$ cat src/rtl/pin_irq_pkg.sv
package pin_irq_pkg;
  localparam int ADDR_W = 8;
  localparam int DATA_W = 32;

  localparam logic [ADDR_W-1:0] OFS_MODE = 8'h2C;
  localparam logic [ADDR_W-1:0] OFS_POL  = 8'h30;
  localparam logic [ADDR_W-1:0] OFS_EN   = 8'h34;
  localparam logic [ADDR_W-1:0] OFS_FLAG = 8'h40;
  localparam logic [ADDR_W-1:0] OFS_CLR  = 8'h48;
  localparam logic [ADDR_W-1:0] OFS_WAKE = 8'h4C;
  localparam logic [ADDR_W-1:0] OFS_DUAL = 8'h5C;

  typedef struct packed {
    logic wrMode;
    logic wrPol;
    logic wrEn;
    logic wrClr;
    logic wrWake;
    logic wrDual;
  } regStrobe_t;
endpackage

$ cat src/rtl/pin_irq_sync.sv
module pin_irq_sync #(
  parameter int WIDTH  = 14,
  parameter int STAGES = 2
) (
  input  logic             clk,
  input  logic             rstN,
  input  logic [WIDTH-1:0] pinAsync,
  output logic [WIDTH-1:0] syncVal,
  output logic [WIDTH-1:0] prevVal
);
  logic [STAGES-1:0][WIDTH-1:0] chain;

  always_ff @(posedge clk or negedge rstN) begin
    if (!rstN) chain[0] <= '0;
    else       chain[0] <= pinAsync;
  end

  for (genvar s = 1; s < STAGES; s++) begin : g_stage
    always_ff @(posedge clk or negedge rstN) begin
      if (!rstN) chain[s] <= '0;
      else       chain[s] <= chain[s-1];
    end
  end

  always_ff @(posedge clk or negedge rstN) begin
    if (!rstN) prevVal <= '0;
    else       prevVal <= chain[STAGES-1];
  end

  assign syncVal = chain[STAGES-1];
endmodule

$ cat src/rtl/pin_irq_ctrl.sv
module pin_irq_ctrl
  import pin_irq_pkg::*;
#(
  parameter int NUM_PINS = 14
) (
  input  logic                busSel,
  input  logic                busWrite,
  input  logic [ADDR_W-1:0]   busAddr,
  input  logic [DATA_W-1:0]   busWdata,
  input  logic [NUM_PINS-1:0] cfgMode,
  input  logic [NUM_PINS-1:0] cfgPol,
  input  logic [NUM_PINS-1:0] cfgEn,
  input  logic [NUM_PINS-1:0] cfgWake,
  input  logic [NUM_PINS-1:0] cfgDual,
  input  logic [NUM_PINS-1:0] flags,
  output regStrobe_t          strobe,
  output logic [NUM_PINS-1:0] wrData,
  output logic [DATA_W-1:0]   busRdata
);
  localparam int PAD_W = DATA_W - NUM_PINS;

  logic                wrHit;
  logic [NUM_PINS-1:0] rdField;

  assign wrHit  = busSel & busWrite;
  assign wrData = busWdata[NUM_PINS-1:0];

  always_comb begin
    strobe        = '0;
    strobe.wrMode = wrHit && (busAddr == OFS_MODE);
    strobe.wrPol  = wrHit && (busAddr == OFS_POL);
    strobe.wrEn   = wrHit && (busAddr == OFS_EN);
    strobe.wrClr  = wrHit && (busAddr == OFS_CLR);
    strobe.wrWake = wrHit && (busAddr == OFS_WAKE);
    strobe.wrDual = wrHit && (busAddr == OFS_DUAL);
  end

  always_comb begin
    unique case (busAddr)
      OFS_MODE: rdField = cfgMode;
      OFS_POL:  rdField = cfgPol;
      OFS_EN:   rdField = cfgEn;
      OFS_FLAG: rdField = flags;
      OFS_WAKE: rdField = cfgWake;
      OFS_DUAL: rdField = cfgDual;
      default:  rdField = '0;
    endcase
  end

  assign busRdata = {{PAD_W{1'b0}}, rdField};
endmodule

$ cat src/rtl/pin_irq_dp.sv
module pin_irq_dp
  import pin_irq_pkg::*;
#(
  parameter int NUM_PINS    = 14,
  parameter int SYNC_STAGES = 2
) (
  input  logic                clk,
  input  logic                rstN,
  input  regStrobe_t          strobe,
  input  logic [NUM_PINS-1:0] wrData,
  input  logic [NUM_PINS-1:0] pinIn,
  output logic [NUM_PINS-1:0] cfgMode,
  output logic [NUM_PINS-1:0] cfgPol,
  output logic [NUM_PINS-1:0] cfgEn,
  output logic [NUM_PINS-1:0] cfgWake,
  output logic [NUM_PINS-1:0] cfgDual,
  output logic [NUM_PINS-1:0] flags,
  output logic                irqOut,
  output logic                wakeOut
);
  logic [NUM_PINS-1:0] syncVal;
  logic [NUM_PINS-1:0] prevVal;
  logic [NUM_PINS-1:0] pinEvent;
  logic [NUM_PINS-1:0] clrMask;

  pin_irq_sync #(
    .WIDTH (NUM_PINS),
    .STAGES(SYNC_STAGES)
  ) u_sync (
    .clk     (clk),
    .rstN    (rstN),
    .pinAsync(pinIn),
    .syncVal (syncVal),
    .prevVal (prevVal)
  );

  for (genvar i = 0; i < NUM_PINS; i++) begin : g_pin
    logic riseHit, fallHit, levelHit, edgeHit;
    assign riseHit  = syncVal[i] & ~prevVal[i];
    assign fallHit  = ~syncVal[i] & prevVal[i];
    assign levelHit = syncVal[i] ^ cfgPol[i];
    assign edgeHit  = cfgDual[i] ? (riseHit | fallHit)
                                 : (cfgPol[i] ? fallHit : riseHit);
    assign pinEvent[i] = cfgMode[i] ? edgeHit : levelHit;
  end

  assign clrMask = strobe.wrClr ? wrData : '0;

  always_ff @(posedge clk or negedge rstN) begin
    if (!rstN) begin
      cfgMode <= '0;
      cfgPol  <= '0;
      cfgEn   <= '0;
      cfgWake <= '0;
      cfgDual <= '0;
      flags   <= '0;
    end else begin
      if (strobe.wrMode) cfgMode <= wrData;
      if (strobe.wrPol)  cfgPol  <= wrData;
      if (strobe.wrEn)   cfgEn   <= wrData;
      if (strobe.wrWake) cfgWake <= wrData;
      if (strobe.wrDual) cfgDual <= wrData;
      flags <= (flags & ~clrMask) | pinEvent;
    end
  end

  assign irqOut  = |(flags & cfgEn);
  assign wakeOut = |(flags & cfgWake);

  assert_flag_drop_needs_clear_R4: assert property (@(posedge clk) disable iff (!rstN)
    (|($past(flags) & ~flags)) |-> $past(strobe.wrClr));

  assert_irq_fall_cause_R10: assert property (@(posedge clk) disable iff (!rstN)
    $fell(irqOut) |-> $past(strobe.wrClr || strobe.wrEn));

  assert_wake_fall_cause_R11: assert property (@(posedge clk) disable iff (!rstN)
    $fell(wakeOut) |-> $past(strobe.wrClr || strobe.wrWake));

  assert_edge_needs_change_R6: assert property (@(posedge clk) disable iff (!rstN)
    (|(flags & ~$past(flags) & $past(cfgMode))) |-> $past(syncVal != prevVal));

  assert_level_holds_R8: assert property (@(posedge clk) disable iff (!rstN)
    !(|($past(~cfgMode & (syncVal ^ cfgPol)) & ~flags)));
endmodule

$ cat src/rtl/pin_irq_wake_ctrl.sv
module pin_irq_wake_ctrl
  import pin_irq_pkg::*;
#(
  parameter int NUM_PINS    = 14,
  parameter int SYNC_STAGES = 2
) (
  input  logic                clk,
  input  logic                rstN,
  input  logic                busSel,
  input  logic                busWrite,
  input  logic [ADDR_W-1:0]   busAddr,
  input  logic [DATA_W-1:0]   busWdata,
  output logic [DATA_W-1:0]   busRdata,
  input  logic [NUM_PINS-1:0] pinIn,
  output logic                irqOut,
  output logic                wakeOut
);
  regStrobe_t          strobe;
  logic [NUM_PINS-1:0] wrData;
  logic [NUM_PINS-1:0] cfgMode, cfgPol, cfgEn, cfgWake, cfgDual, flags;

  pin_irq_ctrl #(.NUM_PINS(NUM_PINS)) u_ctrl (
    .busSel  (busSel),
    .busWrite(busWrite),
    .busAddr (busAddr),
    .busWdata(busWdata),
    .cfgMode (cfgMode),
    .cfgPol  (cfgPol),
    .cfgEn   (cfgEn),
    .cfgWake (cfgWake),
    .cfgDual (cfgDual),
    .flags   (flags),
    .strobe  (strobe),
    .wrData  (wrData),
    .busRdata(busRdata)
  );

  pin_irq_dp #(
    .NUM_PINS   (NUM_PINS),
    .SYNC_STAGES(SYNC_STAGES)
  ) u_dp (
    .clk    (clk),
    .rstN   (rstN),
    .strobe (strobe),
    .wrData (wrData),
    .pinIn  (pinIn),
    .cfgMode(cfgMode),
    .cfgPol (cfgPol),
    .cfgEn  (cfgEn),
    .cfgWake(cfgWake),
    .cfgDual(cfgDual),
    .flags  (flags),
    .irqOut (irqOut),
    .wakeOut(wakeOut)
  );
endmodule

$ cat config.mk
export PLATFORM = sky130hd
export DESIGN_NAME = pin_irq_wake_ctrl
export DESIGN_NICKNAME = d
export VERILOG_FILES = /design/src/rtl/pin_irq_pkg.sv /design/src/rtl/pin_irq_sync.sv /design/src/rtl/pin_irq_ctrl.sv /design/src/rtl/pin_irq_dp.sv /design/src/rtl/pin_irq_wake_ctrl.sv
export SDC_FILE = /design/constraint.sdc
export NUM_CORES = 1
export LEC_CHECK = 0
export BUFFER_PORTS_ARGS = -buffer_cell sky130_fd_sc_hd__buf_4
export CAP_MARGIN = 20
export CORE_MARGIN = 4
export CORE_UTILIZATION = 30
export CTS_BUF_LIST = sky130_fd_sc_hd__clkbuf_4 sky130_fd_sc_hd__clkbuf_8
export DETAILED_ROUTE_END_ITERATION = 6
export GPL_TIMING_DRIVEN = 0
export HOLD_SLACK_MARGIN = 0.06
export PLACE_DENSITY_LB_ADDON = 0.2
export SLEW_MARGIN = 20
export SYNTH_ARGS = -nofsm -noshare
export SYNTH_HDL_FRONTEND = slang
export SYNTH_SLANG_ARGS = --single-unit
export TNS_END_PERCENT = 5
$ cat constraint.sdc
create_clock -name clk -period 3.6 [get_ports clk]
set_input_delay 0.36 -clock clk [delete_from_list [all_inputs] [get_ports clk]]
set_output_delay 0.36 -clock clk [all_outputs]
set_load 0.01 [all_outputs]
* After elaboration in Yosys (flattened, before gate mapping)
Cells that the tools add are included.
** Storage, ports and cells
- Flip-flop bits (word level) :: 126
- Input port bits :: 58
- Output and inout port bits :: 34
- Word-level logic and storage cells :: 158
** Cells by class
- Equal/unequal tests :: 7
- Mux-type cells :: 44
- Bitwise logic cells :: 90
- Reduce and logical (&&, ||, !) cells :: 8
** Operators with widths (count)
- $pmux W14 S6 :: 1
- $and A14 B14 Y14 :: 3
- $mux W1 :: 42
- $eq A8 B7 Y1 const B :: 4
- $and A1 B1 Y1 :: 29
- $not A1 Y1 :: 28
- $reduce_or A14 Y1 :: 2
- $eq A8 B6 Y1 const B :: 3
- $mux W14 :: 1
- $not A14 Y14 :: 1
- $or A1 B1 Y1 :: 14
- $or A14 B14 Y14 :: 1
- $xor A1 B1 Y1 :: 14
- $logic_and A1 B1 Y1 :: 6

* Depth between registers and ports, before layout
Gate-level depths: netlist of the first run.
- Depth in word-level cells :: 6
- Depth in mapped cells :: 6
- Mapped depth without buffers :: 6

* Modules after synthesis
From an unflattened synthesis of the first run, not the netlist that was laid out.
** Second synthesis, totals
- Cell total of the unflattened synthesis :: 546
- Area total of the unflattened synthesis :: 6548.8 µm²
** Modules (own cells, without submodules)
- pin_irq_dp :: times used 1, cells each 332, area an instance 4296.6 µm², sequential area each 2102.0 µm²
- pin_irq_sync :: times used 1, cells each 56, area an instance 1156.1 µm², sequential area each 1051.0 µm²
- pin_irq_ctrl :: times used 1, cells each 158, area an instance 1096.1 µm², sequential area each 0.0 µm²

* Worst setup path before layout of the first run
No wires, ideal clock.
- Kind :: input port to output port
- From :: in busAddr[1]
- To :: out busRdata[13]
- Data arrival time :: 1.741 ns
- Data required time :: 3.240 ns
- Setup slack :: 1.499 ns
- Stages :: 6
- Buffers on the path :: 2
- Cells stage by stage :: or3b_1 buf_4 nor3b_2 clkbuf_1 a22oi_1 o21ai_0
** On the way
- Word-level cells in the longest chain between the ends :: 2
- Elaborated cells on any way between the ends :: 7
- Classes of those cells :: eq/ne (6); mux (1)
** RTL lines
- from (decl) :: line pin_irq_wake_ctrl.sv:11 : input logic [ADDR_W-1:0] busAddr,
- $eq A8 B7 Y1 or $eq A8 B6 Y1 (tied branches) :: line pin_irq_ctrl.sv:39 : unique case (busAddr)
- $pmux W14 S6 (*) :: line pin_irq_ctrl.sv:39
- to (decl) :: line pin_irq_wake_ctrl.sv:13 : output logic [DATA_W-1:0] busRdata,
Every way passes the cells marked *; elsewhere a longest branch is shown, timed or not.

* Worst setup path after layout of the first run
- From :: in busAddr[2]
- To :: out busRdata[13]
Same word-level chain as after synthesis.

==> impl_metrics.toml, run 1 <==
[clocking]
cts_htree_levels = 4
cts_tree = "built"
cts_root_buf = "clkbuf_8"
clock_sinks = 126
cts_buffers = 17
post_cts_resized = 0
postCtsHoldBufs = 15
clock_latency_ns = 0.44
cts_setup_buffers = 0
clkSlewWorstSetupHoldPaths_ns = 0.07
clockBufferDepth = 2

[logic_synthesis]
synth_xor_area_share_pct = 1.97
avgSynthCellArea_um2 = 12.1
synth_simple_gate_area_share_pct = 7.28
synthAdderAreaFrac_pct = 5.62
synth_area_leader_cell = "dfrtp_1"
postSynthCellCount = 514
synth_top_area_share_pct = 50.6
synth_top_family_by_area = "multiplexers"
synth_area_leaders = "dfrtp_1 (51%), mux2_2 (15%), ha_1 (5.6%)"
synth_compound_area_share_pct = 12.8
ys_ff_latch = 126
synth_ff_type = "dfrtp_1"
ys_seq_area_share_pct = 50.6
synth_cell_type_count = 46
muxShareOfSynthArea_pct = 16.1
syn-cell-area_um2 = 6240
synth_edf_count = 0
ys_warn_count = 0
synth-async-reset-ratio_pct = 100

[layout]
area_growth_pct = 22.8
mostFrequentLayoutCell = "dfrtp_1"
fin_util_pct = 37.6
drive_gt1_share_pct = 32.5
layout_common_cells = "dfrtp_1 (126), mux2_2 (85), buf_4 (74)"
antenna_cells = 0
layoutNonFillerInstCount = 904
final_nets = 707

[critical_path]
endpoint_kind = "output port"
start_kind = "input port"
cp.required_ns = 3.24
worstPathMaxFanout = 10
critPathKind = "in -> out"
r2r.worst_path.cells = 6
arrival_ns = 2.56

[routing]
via_per_inst = 4.92
drt_iter0_drc = 351
finalWirelength_um = 16500
drc_errors = 0
ant_nets = 0
firstDrtPassIters = 6
wl_per_cell_um = 18.2
vias = 4451

[global_route]
grt_max_degree = 98
grt_pass1_wl_um = 26300
grt.total_usage_pct = 14.5
antenna_found_initial = 0
grt_pass1_vias = 4586
grt_overflow = 0

[floorplanning]
die_w_um = 152
die_area_um2 = 23200
die_h_um = 152
initial_core_util_pct = 30.6
ios = 92
rows = 52
core_um2 = 20400

[sta]
setup_tns_ns = 0
report.final.slew_viol_count = 0
setup_violations = 0
slew_headroom_pct = 46.2
tightest_slew_ns = 0.807
rsz0062_at_grt = "no"
skew_ns = 0.00825
fin_crit_ns = 2.92
hold_viol_final = 0
max_clock_freq_ghz = 0.342
post-route-period-util_pct = 81.2

[power_and_ir_drop]
comb_power_share_pct = 8.8
netSwitchingPower_mw = 0.749
power.internal_mw = 2.33
netSwitchingFraction_pct = 24.3
power-per-cell-area_nw_per_um2 = 402
p_leak_nw = 3.53
vdd_drop_max_uv = 204
p_seq_share_pct = 48.7
p_clk_share_pct = 42.5

[min_path]
min_path_cells = 2
hold_class = "in -> reg"

[run_status]
outcome = "finished, final reports clean"

[placed_design]
gp_congestion = 0.829
io_buffers = 55
dpl.hpwl_um = 11600
dp.cells = 857

[flow_run]
maxCapViolCount = 0
==> synth_stat cells, types with 2 or more instances <==
master     instances
dfrtp_1          126
mux2_2            85
nand2_1           39
inv_1             32
ha_1              28
a22oi_1           23
o21ai_0           21
buf_4             20
a21o_1            16
o211ai_1          14
xnor2_1           14
nand3_1            9
clkbuf_1           8
buf_2              6
nor2_1             6
mux2i_1            5
a221oi_1           4
a222oi_1           4
a22o_1             4
o221ai_1           4
o32ai_1            4
a221o_1            3
a32oi_1            3
nand3b_1           3
nand4_1            3
nor4_4             3
o22ai_1            3
a21oi_1            2
and2_1             2
nor3b_1            2
nor3b_2            2
o2bb2ai_1          2
==> metal layers <==
| metal | global-route usage, % | share of wire [%] | vias to the layer above |
|---|---|---|---|
| li1 | - | - | 2058 |
| met1 | 19.6 | 46 | 2230 |
| met2 | 22.8 | 47 | 141 |
| met3 | 3.92 | 5.5 | 22 |
| met4 | 4.32 | 1.9 | 0 |
| met5 | 0 | 0 | - |
==> through the flow <==
stage | hold slack [ns] | power (mW) | worst slack, ns | instance area (um^2)
6_report | 0.198 | 3.08 | 0.678 | 7660
3_5_place_dp | 0.233 | 1.79 | 0.708 | 7090
2_1_floorplan | 0.0644 | 1.65 | 1.50 | 6300
3_3_place_gp | 0.331 | 1.78 | 0.699 | 7050
4_1_cts | 0.167 | 3.13 | 0.701 | 7660
5_1_grt | 0.172 | 3.22 | 0.561 | 7660
==> cells by family (layout without fill, tap and decap cells) <==
| logic type | Yosys count | after routing |
|---|---|---|
| AO/OA/AOI/OAI | 109 | 109 |
| buffers and inverters | 68 | 171 |
| multiplexers | 90 | 90 |
| flip-flops | 126 | 126 |
| AND/OR/NAND/NOR | 78 | 78 |
| XOR/XNOR | 14 | 14 |
| adder cells (fa/ha/maj) | 28 | 28 |
| other | 1 | 18 |
==> flip-flops by register name, indices dropped and copies added (netlist names) <==
signal / cells
u_dp.cfgDual: 14
u_dp.cfgEn: 14
u_dp.cfgMode: 14
u_dp.cfgPol: 14
u_dp.cfgWake: 14
u_dp.flags: 14
u_dp.u_sync.chain: 14
u_dp.u_sync.prevVal: 14
u_dp.u_sync.syncVal: 14
==> power by group through the flow <==
stage               sequential (mW)  clock, mW  combinational [mW]
finish                         1.50       1.31               0.271
detailed placement             1.53          0               0.261
CTS                            1.50       1.35               0.276
global placement               1.52          0               0.251
global route                   1.51       1.41               0.305
floorplan                      1.51          0               0.132
==> worst max-delay path, stage by stage <==
cell,delay [ns]
buf_4,0.10
buf_2,0.21
nor4bb_1,0.30
clkbuf_1,0.44
nor2b_1,0.60
a222oi_1,0.18
o21ai_0,0.18
buf_4,0.18
==> worst paths after layout <==
kind / slack [ns] / startpoint / endpoint
min reg2reg: 0.35 / u_dp.u_sync.chain[8] / u_dp.u_sync.syncVal[8]
max: 0.68 / busAddr[2] / busRdata[13]
min: 0.20 / busWdata[9] / u_dp.cfgWake[9]
max reg2reg: 2.16 / u_dp.u_sync.syncVal[8] / u_dp.flags[8]
min in group asynchronous: 0.34 / rstN / u_dp.u_sync.syncVal[4]
max in group asynchronous: 2.51 / rstN / u_dp.cfgDual[1]
==> final cells by class <==
cell class                 instances  area (um^2)
timing repair buffer              71          598
clock buffer                      22          284
multi-input combinational        337         2800
clock inverter                    10          136
tap                              270          338
inverter                          32          120
buffer                            36          225
sequential                       126         3150
fill                            2003        12700
Power figures use the tool's default switching activity.
==> inputs of run 2 (changes only) <==
==> constraint.sdc (replaced) <==
create_clock -name clk -period 2.8 [get_ports clk]
set_input_delay 0.28 -clock clk [delete_from_list [all_inputs] [get_ports clk]]
set_output_delay 0.28 -clock clk [all_outputs]
set_load 0.01 [all_outputs]
==> run 2 against run 1 <==
Net effect:
- sequential cell count unchanged
- via count up 0.94%
- clock skew about the same
- largest cell class unchanged
==> impl_metrics.toml, run 2 (synthesis results as in run 1) <==
[sta]
fin_crit_ns = 2.59
setup_tns_ns = 0
tightest_slew_ns = 0.809
hold_slack_ns = 0.117
report.final.slew_viol_count = 0
skew_ns = 0.00851
rsz0062_at_grt = "no"
layout_setup_ws_ns = 0.207
post-route-period-util_pct = 92.6
slew_headroom_pct = 45.9
max_clock_freq_ghz = 0.386
setup_violations = 0
hold_viol_final = 0

[critical_path]
critPathKind = "in -> out"
startpoint = "busAddr[2]"
start_kind = "input port"
cp.required_ns = 2.52
worstPathMaxFanout = 10
endpoint_kind = "output port"
arrival_ns = 2.31
r2r_start = "u_dp.u_sync.syncVal[8]"

[clocking]
cts_setup_buffers = 0
cts_htree_levels = 4
clockBufferDepth = 2
clock_sinks = 126
cts_root_buf = "clkbuf_8"
cts_tree = "built"
clkSlewWorstSetupHoldPaths_ns = 0.08
clock_latency_ns = 0.44
cts_buffers = 17

[floorplanning]
die_area_um2 = 23200
die_w_um = 152
die_h_um = 152
ios = 92
rows = 52
initial_core_util_pct = 30.6
core_um2 = 20400

[power_and_ir_drop]
p_leak_nw = 3.53
vdd_drop_max_uv = 252
total_power_mw = 3.96
power-per-cell-area_nw_per_um2 = 517

[placed_design]
gp_congestion = 0.829
pre_cts_slack_ns = 0.0396
dpl.hpwl_um = 11600
io_buffers = 55

[routing]
drt_iter0_drc = 353
vias = 4493
firstDrtPassIters = 7
ant_nets = 0
drc_errors = 0
finalWirelength_um = 16400
via_per_inst = 4.97
wl_per_cell_um = 18.2

[layout]
final_nets = 707
layout_common_cells = "dfrtp_1 (126), mux2_2 (85), buf_4 (74)"
fillers = 2004
regArea_um2 = 3150
antenna_cells = 0
area_growth_pct = 22.8
mostFrequentLayoutCell = "dfrtp_1"
drive_gt1_share_pct = 32.8
multi_input_area_um2 = 2810

[global_route]
grt.total_usage_pct = 14.5
antenna_found_initial = 0
grt_pass1_vias = 4586
grt_max_degree = 98
grt_overflow = 0
grt_pass1_wl_um = 26300

[run_status]
outcome = "finished, final reports clean"

[min_path]
hold_class = "in -> reg"
hp-start = "busWdata[10]"

[flow_run]
maxCapViolCount = 0
==> run 2: cell counts in the layout (fill, tap and decap cells not counted) <==
No cell type changed its count.
==> run 2: final timing paths <==
kind                                           to  slack (ns)  cells past startpoint
hold reg to reg            u_dp.u_sync.syncVal[5]        0.35                      0
setup reg to reg                    u_dp.flags[8]        1.35                      6
setup / recovery                      busRdata[1]        0.21                      8
max in group asynchronous         u_dp.cfgDual[1]        1.79                      3
hold / removal                    u_dp.cfgPol[10]        0.12                      2
min in group asynchronous  u_dp.u_sync.syncVal[4]        0.26                      2
==> run 2: routing by layer <==
layer  global-route usage (%)  up-vias  routed length [um]
met5                        0        -                   0
met4                     4.32        0                 297
met3                     3.92       16                 888
met2                     22.8      130                7820
met1                     19.6     2288                7440
li1                         -     2059                   -
==> run 2: what timing repair did <==
| item | CTS | global route |
|---|---|---|
| hold buffers | 15 | 0 |
| endpoints found under the setup margin | 0 | 7 |
| hold endpoints to repair | 45 | 0 |
| resized for setup | 0 | 3 |
==> run 2: power breakdown <==
part | switching (mW) | total [mW] | internal, mW
Sequential | 0.0512 | 1.93 | 1.88
Clock | 0.729 | 1.68 | 0.955
Combinational | 0.182 | 0.348 | 0.167
==> run 2: area by class of cell <==
class	instances	area share, %
Sequential cell	126	41.2
Multi-Input combinational cell	337	36.6
Timing Repair Buffer	71	7.81
Tap cell	270	4.41
Clock buffer	22	3.71
Buffer	36	2.96
Clock inverter	10	1.78
Inverter	32	1.57
==> run 2: critical path, cell delays in order <==
cell	delay, ns
buf_4	0.10
buf_2	0.21
nor4bb_1	0.30
clkbuf_1	0.45
nor2b_2	0.45
a222oi_1	0.15
o21ai_0	0.18
buf_4	0.19
==> run 2: stage by stage <==
stage | cell area [um^2] | instances | utilization (%)
2_1_floorplan | 6300 | 531 | -
3_3_place_gp | 7050 | 856 | 34.6
3_5_place_dp | 7090 | 857 | 34.8
4_1_cts | 7660 | 904 | 37.6
5_1_grt | 7660 | 904 | 37.6
6_report | 7660 | 904 | 37.6
